**src/rtl/cpu_boot_pkg.sv**
```systemverilog
package cpu_boot_pkg;
   typedef enum logic [2:0] {
      ST_HOLD  = 3'd0,
      ST_FETCH = 3'd1,
      ST_DRAIN = 3'd2,
      ST_START = 3'd3,
      ST_RUN   = 3'd4
   } boot_state_e;
endpackage

```
**src/rtl/boot_pin_sync.sv**
```systemverilog
module boot_pin_sync #(
   parameter int STAGES = 2
) (
   input  logic clk,
   input  logic por_n,
   input  logic pin_n,
   output logic sync_n
);
   generate
      if (STAGES < 1) begin : g_bad_stages
         $error("boot_pin_sync: STAGES must be at least 1");
      end
      if (STAGES == 1) begin : g_single
         logic q;
         always_ff @(posedge clk or negedge por_n) begin
            if (!por_n) q <= 1'b0;
            else        q <= pin_n;
         end
         assign sync_n = q;
      end else begin : g_chain
         logic [STAGES-1:0] chain;
         always_ff @(posedge clk or negedge por_n) begin
            if (!por_n) chain <= '0;
            else        chain <= {chain[STAGES-2:0], pin_n};
         end
         assign sync_n = chain[STAGES-1];
      end
   endgenerate
endmodule

```
**src/rtl/boot_low_qualifier.sv**
```systemverilog
module boot_low_qualifier #(
   parameter int LOW_CYCLES = 10
) (
   input  logic clk,
   input  logic por_n,
   input  logic sync_n,
   input  logic armed,
   output logic hit
);
   localparam int CW = (LOW_CYCLES < 2) ? 1 : $clog2(LOW_CYCLES + 1);
   localparam logic [CW-1:0] LAST = CW'(LOW_CYCLES - 1);

   generate
      if (LOW_CYCLES < 1) begin : g_bad_low
         $error("boot_low_qualifier: LOW_CYCLES must be at least 1");
      end
   endgenerate

   logic [CW-1:0] low_cnt;

   always_ff @(posedge clk or negedge por_n) begin
      if (!por_n)                low_cnt <= '0;
      else if (sync_n || !armed) low_cnt <= '0;
      else if (low_cnt != LAST)  low_cnt <= low_cnt + 1'b1;
   end

   assign hit = armed && !sync_n && (low_cnt == LAST);


   qual_low_run_chk: assert property (@(posedge clk) disable iff (!por_n)
      (hit && LOW_CYCLES > 1) |-> ($past(!sync_n) && $past(armed)));
endmodule

```
**src/rtl/boot_vector_loader.sv**
```systemverilog
module boot_vector_loader
   import cpu_boot_pkg::*;
#(
   parameter int              PC_W   = 24,
   parameter int              ADDR_W = 24,
   parameter logic [ADDR_W-1:0] VEC_BASE = 24'h008000
) (
   input  logic              clk,
   input  logic              por_n,
   input  logic              sync_n,
   input  logic              hit,
   input  logic [7:0]        mem_rdata,
   output logic              mem_rd,
   output logic [ADDR_W-1:0] mem_addr,
   output logic [PC_W-1:0]   pc_value,
   output logic              cpu_start,
   output boot_state_e       state
);
   localparam int NB = PC_W / 8;
   localparam int IW = (NB < 2) ? 1 : $clog2(NB);
   localparam logic [IW-1:0] LAST_IDX = IW'(NB - 1);

   generate
      if (PC_W % 8 != 0 || PC_W < 8) begin : g_bad_pc
         $error("boot_vector_loader: PC_W must be a positive multiple of 8");
      end
      if (ADDR_W < IW) begin : g_bad_addr
         $error("boot_vector_loader: ADDR_W too narrow");
      end
   endgenerate

   boot_state_e        st_q, st_d;
   logic [IW-1:0]      idx_q, cap_idx_q;
   logic               rd_pend_q;
   logic [NB-1:0][7:0] bytes_q;

   always_comb begin
      st_d = st_q;
      unique case (st_q)
         ST_HOLD:  if (sync_n) st_d = ST_FETCH;
         ST_FETCH: if (!sync_n) st_d = ST_HOLD;
                   else if (idx_q == LAST_IDX) st_d = ST_DRAIN;
         ST_DRAIN: st_d = sync_n ? ST_START : ST_HOLD;
         ST_START: st_d = ST_RUN;
         ST_RUN:   if (hit) st_d = ST_HOLD;
         default:  st_d = ST_HOLD;
      endcase
   end

   always_ff @(posedge clk or negedge por_n) begin
      if (!por_n) begin
         st_q      <= ST_HOLD;
         idx_q     <= '0;
         cap_idx_q <= '0;
         rd_pend_q <= 1'b0;
      end else begin
         st_q      <= st_d;
         rd_pend_q <= mem_rd;
         cap_idx_q <= idx_q;
         if (st_q == ST_FETCH && st_d == ST_FETCH) idx_q <= idx_q + 1'b1;
         else if (st_d != ST_FETCH)                idx_q <= '0;
      end
   end

   generate
      for (genvar b = 0; b < NB; b++) begin : g_byte
         always_ff @(posedge clk or negedge por_n) begin
            if (!por_n)
               bytes_q[b] <= '0;
            else if (rd_pend_q && cap_idx_q == IW'(b))
               bytes_q[b] <= mem_rdata;
         end
      end
   endgenerate

   assign mem_rd    = (st_q == ST_FETCH) && sync_n;
   assign mem_addr  = VEC_BASE + ADDR_W'(idx_q);
   assign pc_value  = bytes_q;
   assign cpu_start = (st_q == ST_START);
   assign state     = st_q;


   fetch_first_addr_chk: assert property (@(posedge clk) disable iff (!por_n)
      (mem_rd && !$past(mem_rd)) |-> (mem_addr == VEC_BASE));

   fetch_step_addr_chk: assert property (@(posedge clk) disable iff (!por_n)
      (mem_rd && $past(mem_rd)) |-> (mem_addr == $past(mem_addr) + 1'b1));

   start_single_chk: assert property (@(posedge clk) disable iff (!por_n)
      cpu_start |=> !cpu_start);

   start_after_read_chk: assert property (@(posedge clk) disable iff (!por_n)
      cpu_start |-> ($past(rd_pend_q) && !mem_rd));

   fetch_abort_chk: assert property (@(posedge clk) disable iff (!por_n)
      ((st_q == ST_FETCH || st_q == ST_DRAIN) && !sync_n) |=> (st_q == ST_HOLD && !cpu_start));
endmodule

```
**src/rtl/cpu_boot_sequencer.sv**
```systemverilog
module cpu_boot_sequencer
   import cpu_boot_pkg::*;
#(
   parameter int                SYNC_STAGES = 2,
   parameter int                LOW_CYCLES  = 10,
   parameter int                PC_W        = 24,
   parameter int                ADDR_W      = 24,
   parameter logic [ADDR_W-1:0] VEC_BASE    = 24'h008000,
   parameter logic [PC_W-1:0]   XSP_INIT    = 24'h000100,
   parameter logic [2:0]        IMASK_INIT  = 3'b111,
   parameter logic [2:0]        GEAR_INIT   = 3'd4
) (
   input  logic              clk,
   input  logic              por_n,
   input  logic              rst_pin_n,
   output logic              mem_rd,
   output logic [ADDR_W-1:0] mem_addr,
   input  logic [7:0]        mem_rdata,
   output logic [PC_W-1:0]   pc_value,
   output logic              cpu_start,
   output logic              cpu_hold,
   output logic              reset_active,
   output logic              init_en,
   output logic [2:0]        init_imask,
   output logic              init_max,
   output logic [2:0]        init_bank,
   output logic [PC_W-1:0]   init_xsp,
   output logic [2:0]        gear_sel,
   input  logic              wdt_core,
   output logic              wdt_out,
   output logic              ale_oe,
   input  logic              sysclk_core,
   output logic              clk_out
);
   logic        sync_n;
   logic        hit;
   boot_state_e state;

   boot_pin_sync #(.STAGES(SYNC_STAGES)) u_sync (
      .clk(clk), .por_n(por_n), .pin_n(rst_pin_n), .sync_n(sync_n));

   boot_low_qualifier #(.LOW_CYCLES(LOW_CYCLES)) u_qual (
      .clk(clk), .por_n(por_n), .sync_n(sync_n),
      .armed(state == ST_RUN), .hit(hit));

   boot_vector_loader #(.PC_W(PC_W), .ADDR_W(ADDR_W), .VEC_BASE(VEC_BASE)) u_load (
      .clk(clk), .por_n(por_n), .sync_n(sync_n), .hit(hit),
      .mem_rdata(mem_rdata), .mem_rd(mem_rd), .mem_addr(mem_addr),
      .pc_value(pc_value), .cpu_start(cpu_start), .state(state));

   assign reset_active = (state == ST_HOLD);
   assign cpu_hold     = (state != ST_RUN);
   assign init_en      = reset_active;
   assign init_imask   = reset_active ? IMASK_INIT : 3'b000;
   assign init_max     = reset_active;
   assign init_bank    = 3'b000;
   assign init_xsp     = reset_active ? XSP_INIT : '0;
   assign gear_sel     = reset_active ? GEAR_INIT : 3'b000;
   assign wdt_out      = reset_active ? 1'b0 : wdt_core;
   assign ale_oe       = !reset_active;
   assign clk_out      = reset_active ? 1'b1 : sysclk_core;


   held_pins_chk: assert property (@(posedge clk) disable iff (!por_n)
      reset_active |-> (!wdt_out && !ale_oe && clk_out));

   held_no_read_chk: assert property (@(posedge clk) disable iff (!por_n)
      reset_active |-> (!mem_rd && !cpu_start && cpu_hold));

   run_after_start_chk: assert property (@(posedge clk) disable iff (!por_n)
      (!cpu_hold && $past(cpu_hold)) |-> $past(cpu_start));
endmodule

```
**config.mk**
```make
export PLATFORM = sky130hd
export DESIGN_NAME = cpu_boot_sequencer
export DESIGN_NICKNAME = d
export VERILOG_FILES = /design/src/rtl/cpu_boot_pkg.sv /design/src/rtl/boot_pin_sync.sv /design/src/rtl/boot_low_qualifier.sv /design/src/rtl/boot_vector_loader.sv /design/src/rtl/cpu_boot_sequencer.sv
export SDC_FILE = /design/constraint.sdc
export NUM_CORES = 1
export LEC_CHECK = 0
export ABC_AREA = 1
export BUFFER_PORTS_ARGS = -buffer_cell sky130_fd_sc_hd__buf_2
export CAP_MARGIN = 20
export CELL_PAD_IN_SITES_DETAIL_PLACEMENT = 0
export CELL_PAD_IN_SITES_GLOBAL_PLACEMENT = 1
export CORE_AREA = 2 2 88 90
export CTS_CLUSTER_DIAMETER = 200
export DETAILED_ROUTE_END_ITERATION = 12
export DIE_AREA = 0 0 90 92
export GPL_TIMING_DRIVEN = 0
export HOLD_SLACK_MARGIN = 0.08
export PLACE_DENSITY_LB_ADDON = 0.1
export SYNTH_ARGS = -nofsm -noshare
export SYNTH_HDL_FRONTEND = slang
export SYNTH_HIERARCHICAL = 1
export SYNTH_SLANG_ARGS = --single-unit
```
**constraint.sdc**
```tcl
create_clock -name clk -period 1.08 [get_ports clk]
set_input_delay 0 -clock clk [delete_from_list [all_inputs] [get_ports clk]]
set_output_delay 0 -clock clk [all_outputs]
set_load 0.05 [all_outputs]
```
# Word-level counts from Yosys, hierarchy flattened
# Cells that the tools add are included.
[totals] inputBits=13 word_cells=54 reg_bits=38 output_inout_bits=90
[op_classes] mux=15 add_sub_neg=3 n_reduce_logical=15 n_eq_ne=12
[op_table] cell="$mux 3" count=6
[op_table] cell="$add 16x2->17 const A" count=1
[op_table] cell="$pmux 3 s5" count=1
[op_table] cell="$mux 9" count=1
[op_table] cell="$mux 4" count=2
[op_table] cell="$logic_and 1x1->1" count=7
[op_table] cell="$eq 3x1->1 const B" count=2
[op_table] cell="$eq 3x2->1 const B" count=2
[op_table] cell="$mux 2" count=3
[op_table] cell="$add 4x1->4 const B" count=1
[op_table] cell="$eq 2x2->1 const B" count=2
[op_table] cell="$eq 4x4->1 const B" count=1
[op_table] cell="$ne 4x4->1 const B" count=1
[op_table] cell="$reduce_bool 2->1" count=2
[op_table] cell="$eq 3x3->1 const B" count=1
[op_table] cell="$logic_not 1->1" count=3
[op_table] cell="$logic_not 3->1" count=1
[op_table] cell="$ne 3x1->1 const B" count=1
[op_table] cell="$ne 3x3->1 const B" count=1
[op_table] cell="$add 2x1->2 const B" count=1
[op_table] cell="$eq 2x1->1 const B" count=1
[op_table] cell="$logic_not 2->1" count=1
[op_table] cell="$mux 1" count=2
[op_table] cell="$logic_or 1x1->1" count=1

# Logic depth before layout (Yosys ltp)
[depth] word_depth=8 ltp_mapped=8 ltp_nobuf=8

# Modules after synthesis
# Netlist, hierarchy kept.
[modules_own_cells] mod="boot_vector_loader" area_per_inst_um2=1450.1 cells_each=150 seq_area_each_um2=800.8 instances=1
[modules_own_cells] mod="cpu_boot_sequencer" area_per_inst_um2=325.3 cells_each=46 seq_area_each_um2=0.0 instances=1
[modules_own_cells] mod="boot_low_qualifier" area_per_inst_um2=245.2 cells_each=28 seq_area_each_um2=100.1 instances=1
[modules_own_cells] mod="boot_pin_sync" area_per_inst_um2=50.0 cells_each=2 seq_area_each_um2=50.0 instances=1

# Worst setup path after synthesis
# OpenSTA, ideal clock, no wires.
[synth_path] path_kind="reg-to-reg" from="register u_load.st_q[2] (netlist: u_load/state[2])" to="register u_load.st_q[1] (netlist: u_load/state[1])" path_slack_ns=-0.510 t_required_ns=1.012 period_less_slack_ns=1.590 arrival_ns=1.522 setup_ns=0.068 stages_incl_launch_ff=6 path_buffers=0 cell_sequence="dfrtp_1 > inv_1 > nand3_1 > nor2_1 > nand2_1 > nand2_1"
[synth_between] elab_chain_len=5 elab_cells_between_ends=9 classes_between="4 x eq/ne; 2 x mux; 3 x reduce/logical"
[synth_rtl] element="start: declaration" line_no="boot_vector_loader.sv:32" rtl="boot_state_e st_q, st_d;"
[synth_rtl] element="start signal: assignment" line_no="boot_vector_loader.sv:57" rtl="st_q <= st_d;"
[synth_rtl] element="$eq 3x3->1" line_no="boot_vector_loader.sv:39, cpu_boot_sequencer.sv:44"
[synth_rtl] element="$logic_and 1x1->1 (2 in a row)" line_no="boot_low_qualifier.sv:27" rtl="assign hit = armed && !sync_n && (low_cnt == LAST);"
[synth_rtl] element="$mux 3" line_no="boot_vector_loader.sv:45" rtl="ST_RUN: if (hit) st_d = ST_HOLD;"
[synth_rtl] element="$pmux 3 s5 (*)" line_no="boot_vector_loader.sv:39" rtl="unique case (st_q)"
[synth_rtl] element="net u_load.st_d[1]" line_no="boot_vector_loader.sv:32"
# The timed path passes the listed nets; every way through them passes the cells marked *.
# A chain may end at the register's enable or synchronous reset.

# Worst setup path after layout
[layout_path] from="register u_load.st_q[0] (netlist: u_load/state[0])" to="output wdt_out"
[layout_between] elab_chain_len=2
[layout_rtl] element="$logic_not 3->1" line_no="cpu_boot_sequencer.sv:51" rtl="assign reset_active = (state == ST_HOLD);"
[layout_rtl] element="$mux 1" line_no="cpu_boot_sequencer.sv:59" rtl="assign wdt_out = reset_active ? 1'b0 : wdt_core;"
[layout_rtl] element="end: declaration" line_no="cpu_boot_sequencer.sv:30" rtl="output logic wdt_out,"
# No other way between the ends.

==> flow_summary.yaml <==
status:
  status: "finished with violations"
  violations: "negative setup slack"
clock_network:
  numCtsBuffers: 5
  clock_path_buffers: 2
  cts_tree: "done"
  insertion_delay_ns: 0.29
  path_clk_slew_ns: 0.08
  clock_sinks: 38
  htree_levels: 2
  cts_root_buf: "clkbuf_8"
power_and_ir_drop:
  p_leak_nw: 1.773
  powerDensity_mw_per_mm2: 1971
  p_total_mw: 6.397
  max-vdd-ir-drop_mv: 0.5933
floorplan:
  pin_count: 103
  dieArea_mm2: 0.008280
  die_w_um: 90
  design.core.area_mm2: 0.007447
  dieHeight_um: 92
  rows: 32
  initial_core_util_pct: 27.81
sta:
  whs_ns: 0.2518
  fin_crit_ns: 1.325
  relSlewSlack_pct: 64.26
  setup_viol: 20
  fmax_mhz: 754.7
  finalHoldViolCount: 0
  finClkSkew_ns: 0.007401
  worst_slack_ns: -0.2451
  slew_violations: 0
  worst_slew_pin_slew_ns: 0.5361
  tns_ns: -3.622
  rsz0062_at_grt: "yes"
  period_share_pct: 122.7
placed_design:
  gp_congestion: 0.7479
  portBuffers: 52
  dpl.hpwl_mm: 3.044
  post_dp_cell_area_mm2: 0.002664
grt:
  grt_pass1_wl_mm: 6.893
  grt_usage_pct: 10.32
  grt_pass1_vias: 1512
  grt_antenna_before_repair: 0
  grt_max_degree: 39
  overflow: 0
routing:
  routed_wl_mm: 4.371
  drc: 0
  viasPerCell: 3.509
  drtPass1Iterations: 4
  dr_total_vias: 1621
  drt_iter0_markers: 36
  ant_nets: 0
  post_drt_wl_per_cell_um: 9.461
worst_setup_path:
  r2r_cells: 9
  critPathRequiredTime_ns: 1.08
  critical_path_class: "reg2out"
  reg2reg_slack_ns: -0.21
  end_kind: "output port"
  crit_path_start_kind: "flip-flop"
  r2r-end: "u_load/state[2]"
  cp.arrival_ns: 1.33
  r2r_start: "u_load/state[0]"
  crit_fanout: 6
synth:
  ys_seq_elements: 38
  syn_inst: 226
  yosysSeqAreaShare_pct: 45.92
  synth.distinct_cells: 22
  synth_warnings: 6
  netlist_area_mm2: 0.002071
  avgSynthCellArea_um2: 9.163
layout:
  area_growth_pct: 56.74
  finish.utilization_pct: 43.58
  final_nets: 375
  diodes: 0
  layout-drive-gt1-share_pct: 51.39
  fill_cells: 775
  final_area_mm2: 0.003246
worst_hold_path:
  min_path_type: "in2async"
flow_run:
  maxCapViolCount: 0
[cell type report]
cell class	count	area (um^2)	share of cell area, %
flip-flops and latches	38	957.2	29.49
multi-input cells	148	844.6	26.02
repair buffers	79	621.8	19.16
plain buffers	60	476.7	14.69
well taps	102	127.6	3.932
inverters	27	108.9	3.354
clock buffers	5	68.82	2.120
clock inverters	3	40.04	1.234
[critical path: stages (launching register included)]
cell and delay, ns:
dfrtp_2 0.43, nor2_4 0.07, buf_6 0.12, buf_4 0.12
a21oi_2 0.13, buf_6 0.17
[cells by family (layout without fill, tap and decap cells)]
| group | after synthesis | count (layout) | share of synthesized area (%) |
|---|---|---|---|
| buffers and inverters | 87 | 174 | 27.19 |
| AND/OR/NAND/NOR | 67 | 67 | 16.13 |
| flip-flops | 38 | 38 | 45.92 |
| AO/OA/AOI/OAI | 27 | 27 | 7.976 |
| adder cells (fa/ha/maj) | 3 | 3 | 1.813 |
| other | 3 | 50 | 0.5438 |
| XOR/XNOR | 1 | 1 | 0.4230 |
[report_power, final]
group | switching [mW] | internal [mW] | leakage, nW
clock network | 0.503 | 0.680 | 0.0579
logic | 2.34 | 0.894 | 1.27
registers | 0.211 | 1.77 | 0.445
[repair_timing]
action,4_1_cts,5_1_grt
gates cloned,0,1
resized for setup,43,24
setup endpoints to repair,36,70
hold buffers,10,0
pin swaps,2,3
setup buffers,6,10
hold endpoints to repair,63,0
[metrics by stage]
step	cells	setup slack, ns
finish	462	-0.2451
CTS	451	-0.2203
detailed placement	427	-0.1437
global placement	427	-0.1465
floorplan	273	-0.1581
global route	462	-0.3122
[Yosys cell counts]
cell type | instances | share of area (%)
a21oi_1 | 1 | 0.24
buf_4 | 57 | 21
buf_6 | 3 | 1.6
conb_1 | 3 | 0.54
dfrtp_1 | 38 | 46
ha_1 | 3 | 1.8
inv_1 | 23 | 4.2
inv_2 | 4 | 0.72
nand2_1 | 40 | 7.3
nand2_2 | 3 | 0.91
nand2_4 | 1 | 0.54
nand3_1 | 4 | 0.97
nand3_2 | 3 | 1.5
nand3_4 | 1 | 0.85
nand3b_1 | 2 | 0.72
nand4_1 | 3 | 0.91
nor2_1 | 8 | 1.5
nor2_4 | 2 | 1.1
o21ai_0 | 2 | 0.48
o21ai_1 | 16 | 3.9
o21ai_2 | 8 | 3.4
xnor2_1 | 1 | 0.42
[routing by layer]
layer	global-route usage, %	routed length [um]	vias up
li1	-	-	856
met1	11.93	1938	700
met2	17.92	2074	60
met3	3.040	304	5
met4	4.231	54	0
met5	0	0	-
[cells in the final DEF, fill, tap and decap left out]
cell / n
o21ai_2: 16
dfrtp_2: 5
inv_2: 8
buf_4: 72
nor2_4: 3
nand3_2: 1
bufinv_16: 1
o21ai_1: 10
ha_1: 2
buf_8: 10
nand2_2: 1
conb_1: 50
clkbuf_4: 1
nand3b_1: 2
dlygate4sd3_1: 10
a21oi_2: 1
buf_6: 8
nand2_1: 38
buf_2: 37
nor2_1: 5
inv_8: 1
clkbuf_8: 5
clkinv_2: 2
inv_1: 18
ha_4: 1
nand3_1: 3
nand2_4: 5
nand3_4: 4
nor2_2: 2
xnor2_1: 1
nand4_1: 3
clkbuf_16: 1
dfrtp_1: 33
[worst max-delay path by stage]
stage	start	endpoint	slack, ns
finish	u_load/state[0]	wdt_out	-0.25
detailed placement	u_load/state[0]	u_load/state[2]	-0.14
global placement	u_load/state[0]	u_load/state[2]	-0.15
floorplan	u_load/state[0]	u_load/state[2]	-0.16
global route	u_load/state[0]	u_load/state[2]	-0.31
CTS	u_load/state[1]	gear_sel[2]	-0.22
[flip-flops by register name, indices dropped and copies added, names as in the netlist]
register / flops
u_load/pc_value: 24
u_qual/low_cnt: 4
u_load/state: 3
u_load/cap_idx_q: 2
u_load/idx_q: 2
u_sync/g_chain.chain: 2
u_load/rd_pend_q: 1
Note: power is estimated with default switching activity, not from simulation.
